`src/rtl/pcg_pkg.sv`:
```
package pcg_pkg;

  // register select, taken from the low two word-address bits
  typedef enum logic [1:0] {
    REG_SET  = 2'd0,
    REG_CLR  = 2'd1,
    REG_STAT = 2'd2,
    REG_RSVD = 2'd3
  } reg_sel_e;

  localparam int REG_SEL_W = 2;

endpackage

```
`src/rtl/pcg_rst_sync.sv`:
```
module pcg_rst_sync #(
  parameter int STAGES = 2
) (
  input  logic clk,
  input  logic rst_n,
  output logic rst_n_sync
);

  logic [STAGES-1:0] sync_q;
  logic [STAGES-1:0] sync_d;

  always_comb begin
    sync_d = {sync_q[STAGES-2:0], 1'b1};
  end

  always_ff @(posedge clk or negedge rst_n) begin
    if (!rst_n) begin
      sync_q <= '0;
    end else begin
      sync_q <= sync_d;
    end
  end

  assign rst_n_sync = sync_q[STAGES-1];

endmodule

```
`src/rtl/pcg_decode.sv`:
```
module pcg_decode
  import pcg_pkg::*;
#(
  parameter int NUM_BANKS = 2,
  parameter int BANK_AW   = 1
) (
  input  logic [BANK_AW+REG_SEL_W-1:0] addr,
  input  logic                         we,
  output logic [NUM_BANKS-1:0]         set_we,
  output logic [NUM_BANKS-1:0]         clr_we,
  output logic [BANK_AW-1:0]           bank_idx,
  output reg_sel_e                     rsel,
  output logic                         bank_ok
);

  always_comb begin
    bank_idx = addr[BANK_AW+REG_SEL_W-1:REG_SEL_W];
    rsel     = reg_sel_e'(addr[REG_SEL_W-1:0]);
    bank_ok  = ({1'b0, bank_idx} < (BANK_AW+1)'(NUM_BANKS));
    for (int b = 0; b < NUM_BANKS; b++) begin
      set_we[b] = we && bank_ok && (bank_idx == BANK_AW'(b)) && (rsel == REG_SET);
      clr_we[b] = we && bank_ok && (bank_idx == BANK_AW'(b)) && (rsel == REG_CLR);
    end
  end

  // a bus write reaches at most one bank and one register kind
  always_comb begin
    one_strobe_chk: assert ($onehot0({set_we, clr_we}));
  end

endmodule

```
`src/rtl/pcg_bank.sv`:
```
module pcg_bank #(
  parameter int BANK_W = 32
) (
  input  logic              clk,
  input  logic              rst_n,
  input  logic              set_we,
  input  logic              clr_we,
  input  logic [BANK_W-1:0] wdata,
  output logic [BANK_W-1:0] en_q
);

  logic [BANK_W-1:0] set_v;
  logic [BANK_W-1:0] clr_v;
  logic [BANK_W-1:0] en_d;
  logic              upd;

  // next state: clear has priority over set on the same bit
  always_comb begin
    set_v = set_we ? wdata : '0;
    clr_v = clr_we ? wdata : '0;
    upd   = set_we | clr_we;
    en_d  = (en_q | set_v) & ~clr_v;
  end

  always_ff @(posedge clk or negedge rst_n) begin
    if (!rst_n) begin
      en_q <= '0;
    end else if (upd) begin
      en_q <= en_d;
    end
  end


  set_on_chk: assert property (@(posedge clk) disable iff (!rst_n)
    set_we |=> ((en_q & $past(set_v & ~clr_v)) == $past(set_v & ~clr_v)));


  clr_off_chk: assert property (@(posedge clk) disable iff (!rst_n)
    clr_we |=> ((en_q & $past(clr_v)) == '0));


  zero_keep_chk: assert property (@(posedge clk) disable iff (!rst_n)
    upd |=> (((en_q ^ $past(en_q)) & ~$past(wdata)) == '0));


  idle_hold_chk: assert property (@(posedge clk) disable iff (!rst_n)
    !upd |=> $stable(en_q));

endmodule

```
`src/rtl/periph_clk_gate.sv`:
```
module periph_clk_gate
  import pcg_pkg::*;
#(
  parameter int NUM_BANKS = 2,
  parameter int BANK_W    = 32,
  parameter int BANK_AW   = (NUM_BANKS > 1) ? $clog2(NUM_BANKS) : 1,
  parameter int ADDR_W    = BANK_AW + REG_SEL_W,
  parameter int NUM_PERIPH = NUM_BANKS * BANK_W
) (
  input  logic                  clk,
  input  logic                  rst_n,
  input  logic [ADDR_W-1:0]     bus_addr,
  input  logic [BANK_W-1:0]     bus_wdata,
  input  logic                  bus_we,
  output logic [BANK_W-1:0]     bus_rdata,
  output logic [NUM_PERIPH-1:0] clk_en
);

  logic                 rst_n_sync;
  logic [NUM_BANKS-1:0] set_we;
  logic [NUM_BANKS-1:0] clr_we;
  logic [BANK_AW-1:0]   bank_idx;
  reg_sel_e             rsel;
  logic                 bank_ok;
  logic [BANK_W-1:0]    bank_q [NUM_BANKS];

  pcg_rst_sync #(.STAGES(2)) u_rst_sync (
    .clk        (clk),
    .rst_n      (rst_n),
    .rst_n_sync (rst_n_sync)
  );

  pcg_decode #(.NUM_BANKS(NUM_BANKS), .BANK_AW(BANK_AW)) u_decode (
    .addr     (bus_addr),
    .we       (bus_we),
    .set_we   (set_we),
    .clr_we   (clr_we),
    .bank_idx (bank_idx),
    .rsel     (rsel),
    .bank_ok  (bank_ok)
  );

  for (genvar b = 0; b < NUM_BANKS; b++) begin : g_bank
    pcg_bank #(.BANK_W(BANK_W)) u_bank (
      .clk    (clk),
      .rst_n  (rst_n_sync),
      .set_we (set_we[b]),
      .clr_we (clr_we[b]),
      .wdata  (bus_wdata),
      .en_q   (bank_q[b])
    );
    assign clk_en[b*BANK_W +: BANK_W] = bank_q[b];
  end

  // read path: only the status view returns data
  always_comb begin
    bus_rdata = '0;
    if (bank_ok && (rsel == REG_STAT)) begin
      bus_rdata = bank_q[bank_idx];
    end
  end


  stat_ro_chk: assert property (@(posedge clk) disable iff (!rst_n_sync)
    (bus_we && rsel == REG_STAT) |=> $stable(clk_en));


  rsvd_ro_chk: assert property (@(posedge clk) disable iff (!rst_n_sync)
    (bus_we && rsel == REG_RSVD) |=> $stable(clk_en));


  rd_zero_chk: assert property (@(posedge clk) disable iff (!rst_n_sync)
    (rsel == REG_SET || rsel == REG_CLR) |-> (bus_rdata == '0));

endmodule

```
`config.mk`:
```
export PLATFORM = sky130hd
export DESIGN_NAME = periph_clk_gate
export DESIGN_NICKNAME = d
export VERILOG_FILES = /design/src/rtl/pcg_pkg.sv /design/src/rtl/pcg_rst_sync.sv /design/src/rtl/pcg_decode.sv /design/src/rtl/pcg_bank.sv /design/src/rtl/periph_clk_gate.sv
export SDC_FILE = /design/constraint.sdc
export NUM_CORES = 1
export LEC_CHECK = 0
export BUFFER_PORTS_ARGS = -buffer_cell sky130_fd_sc_hd__buf_2
export CORE_MARGIN = 3
export CORE_UTILIZATION = 54
export CTS_CLUSTER_SIZE = 40
export DETAILED_ROUTE_END_ITERATION = 12
export MAX_ROUTING_LAYER = met4
export PLACE_DENSITY = 0.91
export SETUP_SLACK_MARGIN = 0.4
export SYNTH_ARGS = -nofsm -noshare
export SYNTH_HDL_FRONTEND = slang
export SYNTH_SLANG_ARGS = --single-unit
```
`constraint.sdc`:
```
create_clock -name clk -period 3.2 [get_ports clk]
set_input_delay 0.48 -clock clk [delete_from_list [all_inputs] [get_ports clk]]
set_output_delay 0.48 -clock clk [all_outputs]
set_load 0.05 [all_outputs]
```
# After elaboration in Yosys (flattened, before gate mapping)
# Index checks and enable logic that the tools add are counted.
word_totals:
  ff_bits: 66
  input_bits: 38
  output_inout_bits: 96
  wordCells: 31
classes:
  n_bitwise: 10
  magnitude_cmp: 1
  n_mux: 8
  n_eq_ne: 2
  reduce_logical: 7
op_table:
  columns: ["cell", "count"]
  rows:
  - ["$mux W32", 8]
  - ["$and A32 B32 Y32", 2]
  - ["$not A32 Y32", 2]
  - ["$or A32 B32 Y32", 2]
  - ["$logic_and A1 B1 Y1", 6]
  - ["$eq A2 B1 Y1 const B", 1]
  - ["$eq A2 B2 Y1 const B", 1]
  - ["$ge A2 B2 Y1 const B", 1]
  - ["$logic_not A2 Y1", 1]
  - ["$not A1 Y2", 1]
  - ["$or A1 B1 Y1", 2]
  - ["$not A1 Y1", 1]

# Depth between registers and ports, before layout
logic_depth:
  depth_word: 6
  mapped_depth: 4
  depth_no_buf: 2

# Hierarchy
# Synthesis repeated with hierarchy kept, for this count alone.
hier_totals:
  hier_cells: 288
  area_unflattened_um2: 3034.2
modules_own_cells:
  columns: ["module", "seq_area_each_um2", "instances", "area_each_um2", "cells_each"]
  rows:
  - ["pcg_bank", 800.8, 2, 1169.9, 102]
  - ["periph_clk_gate", 0.0, 1, 556.8, 72]
  - ["pcg_decode", 0.0, 1, 83.8, 9]
  - ["pcg_rst_sync", 50.0, 1, 53.8, 3]

# Worst setup path before layout
# No wires, ideal clock.
synth_timing:
  path_kind: "input port to output port"
  startpoint: "input port bus_addr[1]"
  endpoint: "output port bus_rdata[10]"
  required_ps: 2720
  stages: 4
  setup_slack_ps: 1101
  arrival_ps: 1619
  n_path_buf: 2
  cell_sequence: "buf_2 -> nand2b_1 -> buf_1 -> nor2_1"
synth_via:
  elab_chain_len: 2
synth_rtl:
  columns: ["element", "line", "text"]
  rows:
  - ["start: declaration", "periph_clk_gate.sv:12", "input logic [ADDR_W-1:0] bus_addr,"]
  - ["$eq A2 B2 Y1", "periph_clk_gate.sv:58", "if (bank_ok && (rsel == REG_STAT)) begin"]
  - ["$mux W32", "periph_clk_gate.sv:58", null]
  - ["end: declaration", "periph_clk_gate.sv:15", "output logic [BANK_W-1:0] bus_rdata,"]
# Every way passes these cells.

# Final worst setup path
layout_timing:
  startpoint: "input port bus_addr[2]"
  endpoint: "output port bus_rdata[23]"
layout_via:
  elab_chain_len: 5
layout_rtl:
  columns: ["element", "line", "text"]
  rows:
  - ["$not A1 Y2 (not written as such)", "periph_clk_gate.sv:59", "bus_rdata = bank_q[bank_idx];"]
  - ["$mux W32 (not written as such) (3 in series)", "periph_clk_gate.sv:59", null]
  - ["$mux W32", "periph_clk_gate.sv:58", null]
# Every way passes these cells. The select of a mux whose other input is x is not followed.

==> reports/qor_table.md <==
| Result | Value |
|---|---|
| Worst-case register-to-register setup slack | 1.88 ns |
| Vias in the first global route | 3031 |
| Per-cell via count in the routed design | 5.28 |
| Synth cell types | 15 |
| First-pass GRT wire length | 15000 um |
| Final critical-path setup slack | 1.10 ns |
| Cells after Synth | 358 |
| Clock Pin Slew Worst Setup and Hold Paths | 0.07 ns |
| Count of cells resized by post-cts repair | 0 |
| Classification of the worst setup path | primary input to output port |
| Total overflow reported by the global router | 0 |
| Fillers | 523 |
| Antenna Violating Nets Remaining | 0 |
| Antenna violations before repair | 0 |
| Core Footprint | 6870 um^2 |
| CTS Sinks | 66 |
| Total negative setup slack | 0 ns |
| Root Buffer Master | sky130_fd_sc_hd__clkbuf_8 |
| Total nets after synthesis | 396 |
| Maximum level of the CTS H-tree | 3 |
| Cell area power density | 716 nW/um^2 |
| Cell count of the worst reg-to-reg path | 1 |
| WL/cell | 15.5 um |
| Layout cells sized above 1 | 0.383 |
| Path length in cells of the critical path | 5 |
| Kind of cell adding the most delay to the critical path | buffers and inverters |
| Buffering stage count on the worst path with inverters included | 3 |
| Maximum frequency from static timing analysis | 475 MHz |
| Number of vias in the routed layout | 3044 |
| GP Congestion | 0.781 |
| Number of buffers inserted during clock tree synthesis | 9 |
| Required time at the worst-slack endpoint | 2.72 ns |
| Height of the chip | 90.5 um |
| Maximum buffer depth of the clock tree | 2 |
| Largest area contributor in the synthesized netlist | sky130_fd_sc_hd__dfrtp_1 |
| Sequential share of the synthesized area | 0.428 |
| Crit start category | primary input |
| Post-route cell area | 4760 um^2 |
| Post-synthesis instance area | 3860 um^2 |
| Synth top area cells | sky130_fd_sc_hd__dfrtp_1 (43%), sky130_fd_sc_hd__mux2i_1 (25%), sky130_fd_sc_hd__and4bb_2 (9.1%) |
| Diodes inserted | 0 |
| Slew at the pin with the worst max-slew slack | 1.06 ns |
| Die span in x | 90.5 um |
| Count of max-cap constraint violations | 0 |
| Dpl cell area | 4510 um^2 |
| Total iterations of the first detailed-routing run | 5 |
| Unrepaired setup endpoints after global routing | false |
| Clock insertion delay at the later pin of the skew report | 0.33 ns |
| Detailed-route DRC error count | 0 |
| Count of boundary I/O pins | 134 |
| Class of the worst hold path | flip-flop to flip-flop |
| Count of buffers added by post-CTS timing repair for setup | 0 |
| Critical R2R Capture | g_bank[0].u_bank.en_q[22] |
| Data arrival time at the worst-slack endpoint | 1.62 ns |
| Kind of capture point of the worst setup path | output port |
| Maximum number of pins on one net before global-route repair | 65 |
| Area of the die | 8200 um^2 |
| Placed wire-length estimate after detailed placement | 5830 um |
| Fraction of post-synthesis cell area in the top cell type by area | 0.428 |
| Synthesized area per cell | 10.8 um^2 |
| Area Growth Syn to Fin | 23.3% |
| Initial Util | 0.562 |
| Run status | finished, final reports clean |
| Maximum resistive drop on vdd | 460 uV |
| Count of endpoints failing setup in the final report | 0 |
| Post-placement setup slack | 1.12 ns |
| CTS tree | done |
| Critical path fanouts, max | 54 |
| Count of standard-cell rows | 30 |
| GRT Util Overall | 0.226 |
| Largest clock skew in the final design | 0.00908 ns |
| Final hold violations | 0 |
| Start of the worst register-to-register path | u_rst_sync.sync_q[1] |
| End-of-flow core utilization | 0.693 |
| Number of warning messages in the yosys log | 0 |
| Count of pins over their slew limit | 0 |
| Final worst-path cycle share | 0.657 |
| Number of DRC markers after the initial detailed-route iteration | 90 |
| Static Leak | 2.63 nW |
| Critical Path End | bus_rdata[23] |
| Worst slew slack as a fraction of its limit | 0.294 |
| Final critical delay including setup and external delays | 2.10 ns |
| Nets | 513 |
| Launch point of the critical path | bus_addr[2] |
| Number of I/O port buffers | 133 |
| Post-detailed-routing wire length | 8960 um |
| Seq cells post-synth | 66 |
| Slowest cell delay on critical path | 0.29 ns |
| Standard cell with the maximum stage delay on the critical path | sky130_fd_sc_hd__buf_12 |
| Cells along the critical path | buf_4 > buf_12 > mux2i_1 > nor2_1 > buf_2 |
[timing repair]
| action | CTS | global route |
|---|---|---|
| endpoints found under the setup margin | 0 | 0 |
| hold buffers | 1 | 0 |
| hold endpoints to repair | 2 | 0 |
[per-stage QoR]
stage | hold slack [ns] | std cells | power, mW
floorplan | 0.184 | 358 | 2.26
global placement | 0.265 | 559 | 2.56
detailed placement | 0.269 | 559 | 2.60
CTS | 0.364 | 576 | 3.43
global route | 0.368 | 576 | 3.56
finish | 0.358 | 576 | 3.41
[worst min-delay path by stage]
stage | from | end | slack (ns) | cells after the start
floorplan | rst_n | u_rst_sync.sync_q[0] | 0.18 | 0
global placement | rst_n | u_rst_sync.sync_q[0] | 0.27 | 1
detailed placement | rst_n | u_rst_sync.sync_q[0] | 0.27 | 1
CTS | u_rst_sync.sync_q[0] | u_rst_sync.sync_q[1] | 0.36 | 0
global route | u_rst_sync.sync_q[0] | u_rst_sync.sync_q[1] | 0.37 | 0
finish | u_rst_sync.sync_q[0] | u_rst_sync.sync_q[1] | 0.36 | 0
[power breakdown]
group          total, mW  internal, mW  switching, mW
combinational       1.41         0.338           1.07
clock              0.821         0.502          0.319
sequential          1.17          1.02          0.159
total               3.41          1.85           1.55
[Yosys cell counts]
library cell	count
sky130_fd_sc_hd__mux2i_1	96
sky130_fd_sc_hd__dfrtp_1	66
sky130_fd_sc_hd__inv_1	64
sky130_fd_sc_hd__nand4b_1	32
sky130_fd_sc_hd__nor2_1	32
sky130_fd_sc_hd__and4bb_2	28
sky130_fd_sc_hd__clkbuf_1	14
sky130_fd_sc_hd__buf_6	7
sky130_fd_sc_hd__buf_2	6
sky130_fd_sc_hd__and4bb_1	4
sky130_fd_sc_hd__buf_1	3
sky130_fd_sc_hd__clkbuf_2	3
sky130_fd_sc_hd__buf_4	1
sky130_fd_sc_hd__conb_1	1
sky130_fd_sc_hd__nand2b_1	1
[state kept, by name (all words and copies together) (netlist names)]
signal and flops:
g_bank.u_bank.en_q 64, u_rst_sync.sync_q 2
[cells in the final DEF (no fill, tap or decap), drive strengths merged, types with 2 or more instances in the layout]
| cell | Yosys | routed |
|---|---|---|
| inv | 64 | 64 |
| nand4b | 32 | 32 |
| clkbuf | 17 | 12 |
| dfrtp | 66 | 66 |
| buf | 17 | 139 |
| bufinv | 0 | 2 |
| mux2i | 96 | 96 |
| nor2 | 32 | 32 |
| and4bb | 32 | 32 |
[metal layers]
layer  vias to the layer above  part of all wire  global-route usage  wire, um
met2                        93              0.50               0.363      4490
met4                         0            0.0089              0.0663        80
met5                         -                 0                   -         0
met1                      1499              0.44               0.294      3910
met3                         8             0.053              0.0433       474
li1                       1444                 -                   -         -
[kinds of logic after synthesis]
logic type,share of synthesized area
buffers and inverters,0.113
AND/OR/NAND/NOR,0.209
multiplexers,0.249
flip-flops,0.428
other,0.000972
[cell type report]
| cell class | instances | area, um^2 | share of cell area |
|---|---|---|---|
| flip-flops and latches | 66 | 1650 | 0.347 |
| repair buffers | 140 | 736 | 0.155 |
| clock inverters | 4 | 72.6 | 0.0153 |
| multi-input cells | 194 | 1770 | 0.372 |
| well taps | 96 | 120 | 0.0252 |
| clock buffers | 12 | 165 | 0.0347 |
| inverters | 64 | 240 | 0.0505 |
No activity file was read; power rests on OpenSTA's default activity.
